**src/rtl/eto_count_cmp.sv**
```systemverilog
// Interval counter with a once-per-measurement compare against the limit.
// Assumes: the counter wraps naturally at 2**WIDTH. The compare is armed by
// each opening pulse and disarmed by its own first match.
module eto_count_cmp #(
    parameter int WIDTH = 16
) (
    input  logic             clk,
    input  logic             rst_n,
    input  logic             open_pulse,
    input  logic             running,
    input  logic             cnt_en,
    input  logic [WIDTH-1:0] limit,
    output logic [WIDTH-1:0] count,
    output logic             hit
);
    localparam logic [WIDTH-1:0] ONE = WIDTH'(1);

    logic [WIDTH-1:0] count_q;
    logic             armed_q;

    // Clear on an opening pulse, otherwise advance while running and enabled.
    always_ff @(posedge clk) begin
        if (!rst_n) begin
            count_q <= '0;
        end else if (open_pulse) begin
            count_q <= '0;
        end else if (running && cnt_en) begin
            count_q <= count_q + ONE;
        end
    end

    // Arm the compare per measurement and disarm it after the first match.
    always_ff @(posedge clk) begin
        if (!rst_n) begin
            armed_q <= 1'b0;
        end else if (open_pulse) begin
            armed_q <= 1'b1;
        end else if (hit) begin
            armed_q <= 1'b0;
        end
    end

    // Match only while a measurement is open and still armed.
    assign hit   = running && armed_q && (count_q == limit);
    assign count = count_q;
endmodule

```
**config.mk**
```make
export PLATFORM = sky130hd
export DESIGN_NAME = eto_count_cmp
export DESIGN_NICKNAME = d
export VERILOG_FILES = /design/src/rtl/eto_count_cmp.sv
export SDC_FILE = /design/constraint.sdc
export NUM_CORES = 1
export LEC_CHECK = 0
export ABC_CLOCK_PERIOD_IN_PS = 2700
export BUFFER_PORTS_ARGS = -buffer_cell sky130_fd_sc_hd__buf_2
export CORE_ASPECT_RATIO = 1.4
export CORE_MARGIN = 1
export CORE_UTILIZATION = 37
export CTS_CLUSTER_DIAMETER = 100
export DETAILED_ROUTE_END_ITERATION = 12
export PLACE_DENSITY_LB_ADDON = 0.15
export SLEW_MARGIN = 40
export SYNTH_ARGS = -nofsm -noshare
export SYNTH_HDL_FRONTEND = slang
export SYNTH_SLANG_ARGS = --single-unit
```
**constraint.sdc**
```tcl
create_clock -name clk -period 2.7 [get_ports clk]
set_input_delay 0.27 -clock clk [delete_from_list [all_inputs] [get_ports clk]]
set_output_delay 0.27 -clock clk [all_outputs]
set_load 0.01 [all_outputs]
```
* Word level (Yosys, flattened, before mapping) *
Index checks and enable logic that the tools add are counted.

word-level totals
  register bits = 17
  input bits = 21
  output and inout port bits = 17

operators by class
  add/sub/neg operators = 1
  eq/ne operators = 1
  multiplexer cells = 2
  bitwise operators = 1
  reduce and logical (&&, ||, !) cells = 5

operators by type and width
  cell                   count
  $add 16x1->16 const B  1
  $eq 16x16->1           1
  $logic_and 1x1->1      3
  $mux 1                 2
  $reduce_bool 2->1      1
  $reduce_or 2->1        1
  $not 1->1              1

* Depth between registers and ports, before layout *
Gate-level depths: netlist of run 1.

  depth after elaboration = 4
  mapped depth = 5
  mapped depth without buffers = 5

* Least setup slack after synthesis of run 1 *
Ideal clock, no wire load.

  kind = flip-flop to flip-flop
  start point = register count_q[3], in the netlist count[3]
  end point = register count_q[13], in the netlist count[13]
  setup time = 0.070 ns
  arrival = 1.515 ns
  required time = 2.630 ns
  setup slack = 1.115 ns
  stages on the path, launching flop included = 6
  period minus slack after synthesis = 1.585 ns
  path through = dfxtp_1 buf_2 and4_4 nand3_4 or4_1 a21oi_1

between the ends
  cells in the longest elaborated chain, start to end = 1

ends and longest elaborated chain
  item                    RTL line  RTL
  from (decl)             18        logic [WIDTH-1:0] count_q;
  from (signal assigned)  28        count_q <= count_q + ONE;
  $add 16x1->16           28

Every way passes these cells.
A chain may end at the register's enable or synchronous reset.

* Worst setup path in the final report of run 1 *
  start point = register count_q[6], in the netlist count[6]
  end point = output port hit

between the ends
  cells in the longest elaborated chain, start to end = 2

ends and longest elaborated chain
  item               RTL line  RTL
  $eq 16x16->1       44        assign hit = running && armed_q && (count_q == limit);
  $logic_and 1x1->1  44
  to (decl)          14        output logic hit

Every way passes these cells.

==> results of run 1 <==
==> cell families after synthesis <==
group,count (synthesis),share of synthesized area
AOI/OAI and AO/OA,13,0.0835
xor gates and xnor gates,26,0.227
adders and majority gates,1,0.0125
buffers and inverters,5,0.0200
DFF,17,0.339
and+or+nand+nor,55,0.318
==> metrics by stage <==
stage	std cells	hold WS (ns)	power [W]	utilization	worst slack [ns]
after global placement	187	0.487	0.000306	0.472	1.04
final	191	0.259	0.000439	0.483	0.722
after detailed placement	187	0.498	0.000307	0.472	0.999
after floorplan	117	0.416	0.000282	-	1.11
after global routing	191	0.245	0.000468	0.483	0.560
after CTS	191	0.254	0.000447	0.483	0.699
==> area by class of cell <==
type	instances	area, µm²
Multi-Input combinational cell	95	643
Tap cell	36	45.0
Timing Repair Buffer	37	185
Inverter	2	7.51
Clock buffer	3	22.5
Fill cell	283	1340
Sequential cell	17	340
Clock inverter	1	5.00
==> path summary, 6_finish.rpt <==
path              slack, ns  cells after the start   endpoint  startpoint
setup / recovery       0.72                      5        hit    count[6]
hold / removal         0.26                      2    armed_q  open_pulse
setup reg to reg       0.98                      4  count[11]    count[3]
hold reg to reg        0.51                      2  count[15]   count[15]
==> sequential cells by signal, indices dropped and copies added, names as in the netlist <==
name and cells:
count 16, armed_q 1
==> cell usage after synthesis (2+ instances only) <==
| cell | instances | area (µm²) |
|---|---|---|
| a21oi_1 | 6 | 30.0 |
| and4_1 | 4 | 35.0 |
| clkbuf_1 | 2 | 7.51 |
| dfxtp_1 | 17 | 340 |
| inv_1 | 2 | 7.51 |
| nand2_1 | 10 | 37.5 |
| nand3_1 | 8 | 40.0 |
| nand4_1 | 4 | 25.0 |
| nor2_1 | 9 | 33.8 |
| nor3_1 | 2 | 10.0 |
| nor4_1 | 7 | 43.8 |
| o31ai_1 | 4 | 30.0 |
| or4_1 | 4 | 30.0 |
| xnor2_1 | 7 | 61.3 |
| xor2_1 | 19 | 166 |
==> routing by layer <==
layer	global-route usage	wire, µm	part of all wire
met5	0	0	0
met4	0.0993	46	0.019
met3	0.0315	101	0.041
met2	0.301	1190	0.49
met1	0.235	1100	0.45
==> where the power goes <==
group / internal (W) / switching (W)
combinational: 0.0000217 / 0.0000247
clock: 0.0000551 / 0.0000830
sequential: 0.000252 / 0.00000207
==> flow_metrics.py, run 1 <==
metrics = {
    "outcome": {
        "status": "finished clean",
    },
    "finish": {
        "area_growth_pct": 24.4,
        "layout_common_cells": "buf_2 (37), xor2_1 (19), dfxtp_1 (17)",
        "design_area_um2": 1250,
        "n_antenna_cell": 0,
        "drive_above_1_share": 0.290,
        "final_common_cell": "buf_2",
        "final_nets": 178,
    },
    "routing": {
        "antenna_left": 0,
        "routed_wl_um": 2440,
        "first_iter_violations": 14,
        "vias": 988,
        "first_pass_iters": 4,
        "wl_per_cell_um": 12.8,
        "drc": 0,
        "viasPerCell": 5.17,
    },
    "placement": {
        "portBuffers": 37,
        "gp_congestion": 0.822,
        "dp_hpwl_um": 1910,
        "post_dp_cell_area_um2": 1220,
    },
    "timing": {
        "max-slew-margin-rel": 0.584,
        "rsz0062_at_grt": "false",
        "setup_violations": 0,
        "min_period_over_period": 0.733,
        "skew_ns": 0.00377,
        "hold_violations": 0,
        "fin_crit_ns": 1.98,
        "fmax_mhz": 506,
        "finalSetupTns_ns": 0,
        "worst_pin_slew_ns": 0.623,
        "final_max_slew_viol_count": 0,
    },
    "floorplanning": {
        "initial_core_util": 0.388,
        "die_h_um": 63.6,
        "ioPinCount": 38,
        "rows": 22,
        "core-area_um2": 2590,
        "die_w_um": 46.0,
        "die_area_um2": 2930,
    },
    "pwr": {
        "vdd_drop_max_mv": 0.199,
        "power_leakage_nw": 0.517,
        "power.density_nw_per_um2": 351,
    },
    "yosys": {
        "ys_seq_elements": 17,
        "synth_enable_flop_cells": 0,
        "ys_types": 27,
        "syn_nets": 139,
        "synth_cells": 117,
        "synth_ff_type": "dfxtp_1",
        "async_reset_ff_frac": 0,
        "seq_area_frac_synth": 0.339,
        "avgSynthCellArea_um2": 8.58,
        "synth_area_um2": 1000,
        "yosys_warnings": 0,
    },
    "setup_path": {
        "worstPathArrival_ns": 1.71,
        "crit_required_ns": 2.43,
        "critPathKind": "reg2out",
        "cp-start-kind": "flip-flop",
        "slowest_stage": "dfxtp_1",
        "crit_path_max_incr_delay_ns": 0.38,
        "crit_buf_inv": 1,
        "worstPathCellList": "xnor2_1 > nand2_1 > nor4_1 > and4_1 > buf_2",
        "crit_family": "simple AND/OR/NAND/NOR gates",
        "endpoint_kind": "output pin",
        "crit_fanout": 5,
    },
    "grt": {
        "grt_pass1_vias": 925,
        "grt_pass1_wl_um": 4020,
        "antenna_found_initial": 0,
        "grt.overflow.total": 0,
        "grt_usage": 0.190,
        "grt_max_degree": 16,
    },
    "clock_network": {
        "postCtsSetupRepairBufs": 0,
        "path_clk_slew_ns": 0.10,
        "clock_path_buffers": 2,
        "clock-root-buffer": "clkbuf_4",
        "hold_buffers": 0,
        "clk_latency_ns": 0.29,
        "htreeDepth": 1,
        "cts.sinks": 17,
        "cts_buffers": 3,
        "ctsResizeCount": 0,
        "cts_tree": "done",
    },
    "flow_run": {
        "drv_cap": 0,
    },
    "min_path": {
        "holdCritPathClass": "in2reg",
    },
}
(Power assumes the default switching activity.)
==> run 2, diff against run 1 <==
ABC_CLOCK_PERIOD_IN_PS = 1800   (was 2700)
clock period = 1.8 ns   (was 2.7 ns; I/O delays follow)
==> flow_metrics.py, run 2 (synthesized netlist as in run 1, its figures left out) <==
metrics = {
    "outcome": {
        "status": "finished clean",
    },
    "floorplanning": {
        "rows": 22,
        "initial_core_util": 0.388,
        "core-area_um2": 2590,
        "ioPinCount": 38,
        "die_h_um": 63.6,
        "die_w_um": 46.0,
        "die_area_um2": 2930,
    },
    "grt": {
        "grt.overflow.total": 0,
        "grt_pass1_wl_um": 4120,
        "grt_usage": 0.194,
        "grt_max_degree": 16,
        "antenna_found_initial": 0,
        "grt_pass1_vias": 888,
    },
    "min_path": {
        "hold_end": "armed_q",
        "hp-start": "open_pulse",
        "holdCritPathClass": "in2reg",
        "whs_path_depth": 2,
    },
    "finish": {
        "multi_input_area_um2": 664,
        "final_nets": 184,
        "final_common_cell": "buf_2",
        "area_growth_pct": 31.9,
        "n_antenna_cell": 0,
        "drive_above_1_share": 0.366,
        "stdcell_count": 197,
        "layout_common_cells": "buf_2 (37), xor2_1 (19), dfxtp_1 (12)",
        "design_area_um2": 1320,
        "register_area_um2": 349,
        "fillers": 274,
        "largest_reg_flops": 16,
    },
    "timing": {
        "skew_ns": 0.00461,
        "fin_crit_ns": 1.75,
        "min_period_over_period": 0.973,
        "max-slew-margin-rel": 0.606,
        "hold_violations": 0,
        "rsz0062_at_grt": "true",
        "finalSetupTns_ns": 0,
        "setup_violations": 0,
        "fmax_mhz": 571,
        "worst_pin_slew_ns": 0.591,
        "final_max_slew_viol_count": 0,
        "whs_ns": 0.154,
    },
    "clock_network": {
        "clock-root-buffer": "clkbuf_4",
        "clock_path_buffers": 2,
        "path_clk_slew_ns": 0.11,
        "cts_tree": "done",
        "cts.sinks": 17,
        "clk_latency_ns": 0.30,
        "cts_buffers": 3,
        "hold_buffers": 0,
        "htreeDepth": 1,
    },
    "setup_path": {
        "r2r-start": "count[5]",
        "worstPathArrival_ns": 1.57,
        "crit_required_ns": 1.62,
        "regToRegSetupSlack_ns": 0.16,
        "cp-start-kind": "flip-flop",
        "crit_fanout": 5,
        "slowest_stage": "dfxtp_1",
        "r2r-end": "count[13]",
        "reg2reg_depth": 4,
        "critPathKind": "reg2out",
        "crit_path_max_incr_delay_ns": 0.35,
        "endpoint_kind": "output pin",
        "worstPathCellList": "buf_4 > xor2_1 > nor4_1 > and4_1 > buf_2",
    },
    "routing": {
        "first_pass_iters": 4,
        "viasPerCell": 5.11,
        "wl_per_cell_um": 13.2,
        "vias": 1006,
        "antenna_left": 0,
        "routed_wl_um": 2600,
        "first_iter_violations": 24,
        "drc": 0,
    },
    "pwr": {
        "internal_power_w": 0.000495,
        "p_comb_frac": 0.111,
        "power.switching_w": 0.000178,
        "sw_frac_of_total": 0.265,
        "p_total_w": 0.000673,
        "p_clk_frac": 0.326,
        "vdd_drop_max_mv": 0.296,
        "power.density_nw_per_um2": 509,
        "power_leakage_nw": 0.560,
        "p_seq_frac": 0.563,
    },
    "placement": {
        "gp_congestion": 0.792,
        "post_dp_cell_area_um2": 1260,
        "portBuffers": 37,
        "dp_hpwl_um": 2010,
        "place_inst": 192,
    },
    "flow_run": {
        "drv_cap": 0,
    },
}
run 2: cell count changes in the layout (fill, tap and decap cells not counted), sizes merged:
cell	before	now
buf	37	43
run 2: timing repair:
| action | CTS | global route |
|---|---|---|
| endpoints found under the setup margin | 1 | 2 |
| hold endpoints to repair | 0 | 0 |
| pin swaps | 0 | 5 |
| setup buffers | 0 | 1 |
| gates resized for setup | 2 | 7 |
run 2: worst max path at each step:
stage               from   endpoint  slack [ns]  cells past startpoint
2_1_floorplan   count[3]  count[13]        0.21                      5
3_3_place_gp    count[2]  count[15]        0.23                      4
3_5_place_dp    count[4]  count[13]        0.17                      4
4_1_cts         count[2]        hit       0.001                      5
5_1_grt        count[12]        hit       -0.03                      5
6_report        count[0]        hit        0.05                      5
run 2: power groups by stage:
stage / Clock (W) / Combinational, W / Sequential (W)
floorplan: 0 / 0.0000331 / 0.000389
global route: 0.000235 / 0.0000829 / 0.000380
CTS: 0.000218 / 0.0000734 / 0.000381
detailed placement: 0 / 0.0000719 / 0.000389
global placement: 0 / 0.0000708 / 0.000389
finish: 0.000219 / 0.0000748 / 0.000379
run 2: critical path: cells and delay by family (launching register included):
| family | cells | cell delay, ns |
|---|---|---|
| flip-flops | 1 | 0.35 |
| AND/OR/NAND/NOR | 2 | 0.45 |
| buffers and inverters | 2 | 0.29 |
| XOR/XNOR | 1 | 0.17 |
run 2: layout make-up:
class	instances	share of cell area
timing repair buffer	43	0.174
multi-input combinational	95	0.502
tap	36	0.0340
sequential	17	0.264
clock buffer	3	0.0170
clock inverter	1	0.00378
inverter	2	0.00567
run 2: metal layers:
layer  part of all wire  GRT usage
met2               0.49      0.315
met3              0.044     0.0315
met5                  0          0
met4              0.022     0.0772
met1               0.44      0.244
run 2: per-stage QoR:
stage / utilization / worst slack (ns)
floorplan: - / 0.215
global placement: 0.486 / 0.231
detailed placement: 0.486 / 0.173
CTS: 0.500 / 0.00125
global route: 0.512 / -0.0295
finish: 0.512 / 0.0491
==> run 3, diff against run 2 <==
ABC_CLOCK_PERIOD_IN_PS = 2100   (was 1800)
clock period = 2.1 ns   (was 1.8 ns; I/O delays follow)
==> flow_metrics.py, run 3 (synthesized netlist as in run 1, its figures left out) <==
metrics = {
    "finish": {
        "largest_reg_flops": 16,
        "stdcell_count": 192,
        "fillers": 292,
        "layout_common_cells": "buf_2 (37), xor2_1 (19), dfxtp_1 (17)",
        "drive_above_1_share": 0.288,
        "n_antenna_cell": 0,
        "final_common_cell": "buf_2",
        "final_nets": 179,
        "design_area_um2": 1250,
        "area_growth_pct": 25.1,
    },
    "timing": {
        "max-slew-margin-rel": 0.584,
        "min_period_over_period": 0.866,
        "finalSetupTns_ns": 0,
        "hold_violations": 0,
        "worst_pin_slew_ns": 0.623,
        "setup_violations": 0,
        "fin_crit_ns": 1.82,
        "skew_ns": 0.00308,
        "final_max_slew_viol_count": 0,
        "rsz0062_at_grt": "false",
        "fmax_mhz": 550,
    },
    "min_path": {
        "holdCritPathClass": "in2reg",
        "hp-start": "open_pulse",
        "whs_path_depth": 2,
    },
    "grt": {
        "grt_pass1_vias": 938,
        "gr-usage-met1": 0.226,
        "grt_usage": 0.188,
        "grt.overflow.total": 0,
        "antenna_found_initial": 0,
        "grt_most_used_layer": "met2",
        "grtUsageMet3": 0.0258,
        "met2_usage": 0.303,
        "grt_max_degree": 16,
        "grt_pass1_wl_um": 4080,
    },
    "clock_network": {
        "clock-root-buffer": "clkbuf_4",
        "postCtsSetupRepairBufs": 0,
        "cts.sinks": 17,
        "cts_buffers": 3,
        "htreeDepth": 1,
        "clk_latency_ns": 0.29,
        "hold_buffers": 0,
        "ctsResizeCount": 0,
        "clock_path_buffers": 2,
        "path_clk_slew_ns": 0.10,
        "cts_tree": "done",
    },
    "setup_path": {
        "worstPathArrival_ns": 1.61,
        "crit_required_ns": 1.89,
        "crit_fanout": 5,
        "reg2reg_depth": 4,
        "endpoint_kind": "output pin",
        "r2r-start": "count[3]",
        "critPathKind": "reg2out",
        "critPathLaunch": "count[6]",
        "cp-start-kind": "flip-flop",
    },
    "floorplanning": {
        "ioPinCount": 38,
        "initial_core_util": 0.388,
        "die_h_um": 63.6,
        "die_w_um": 46.0,
        "die_area_um2": 2930,
        "core-area_um2": 2590,
        "rows": 22,
    },
    "routing": {
        "antenna_left": 0,
        "drc": 0,
        "routed_wl_um": 2490,
        "viasPerCell": 5.24,
        "first_pass_iters": 4,
        "vias": 1007,
        "first_iter_violations": 17,
        "wl_per_cell_um": 13.0,
    },
    "pwr": {
        "power.density_nw_per_um2": 453,
        "vdd_drop_max_mv": 0.323,
        "power_leakage_nw": 0.520,
    },
    "placement": {
        "dp_hpwl_um": 1990,
        "place_inst": 188,
        "gp_congestion": 0.808,
        "post_dp_cell_area_um2": 1230,
        "portBuffers": 37,
    },
    "flow_run": {
        "drv_cap": 0,
    },
    "outcome": {
        "status": "finished clean",
    },
}
## run 3: area by class of cell
type                            count  area [µm²]  share of cell area
Multi-Input combinational cell     95         643               0.512
Sequential cell                    17         340               0.271
Timing Repair Buffer               38         193               0.154
Tap cell                           36        45.0              0.0359
Clock buffer                        4        26.3              0.0209
Inverter                            2        7.51             0.00598
## run 3: per-layer routing
| metal | routed length, µm | part of all wire |
|---|---|---|
| met1 | 1060 | 0.43 |
| met2 | 1230 | 0.49 |
| met3 | 128 | 0.051 |
| met4 | 77 | 0.031 |
| met5 | 0 | 0 |
## run 3: critical path, stage by stage, from the launching register on
cell and delay, ns:
dfxtp_1 0.44, xnor2_1 0.18, nand2_1 0.09, nor4_1 0.26, and4_1 0.22, buf_2 0.13
## run 3: worst paths after layout
check                                 end  slack, ns
worst min register to register  count[14]       0.52
worst max-delay path                  hit       0.28
worst max register to register  count[13]       0.40
worst min-delay path              armed_q       0.22
## run 3: power by group
group	switching (W)	total (W)	internal [W]
clock	0.000106	0.000180	0.0000740
sequential	0.00000148	0.000326	0.000324
combinational	0.0000336	0.0000623	0.0000288
## run 3: stage by stage
step                setup WS [ns]   util  power [W]  hold WS (ns)
floorplan                   0.515      -   0.000362         0.356
global placement            0.432  0.475   0.000394         0.488
detailed placement          0.424  0.475   0.000396         0.511
CTS                         0.282  0.485   0.000572         0.215
global route                0.175  0.485   0.000591         0.226
finish                      0.281  0.485   0.000568         0.217
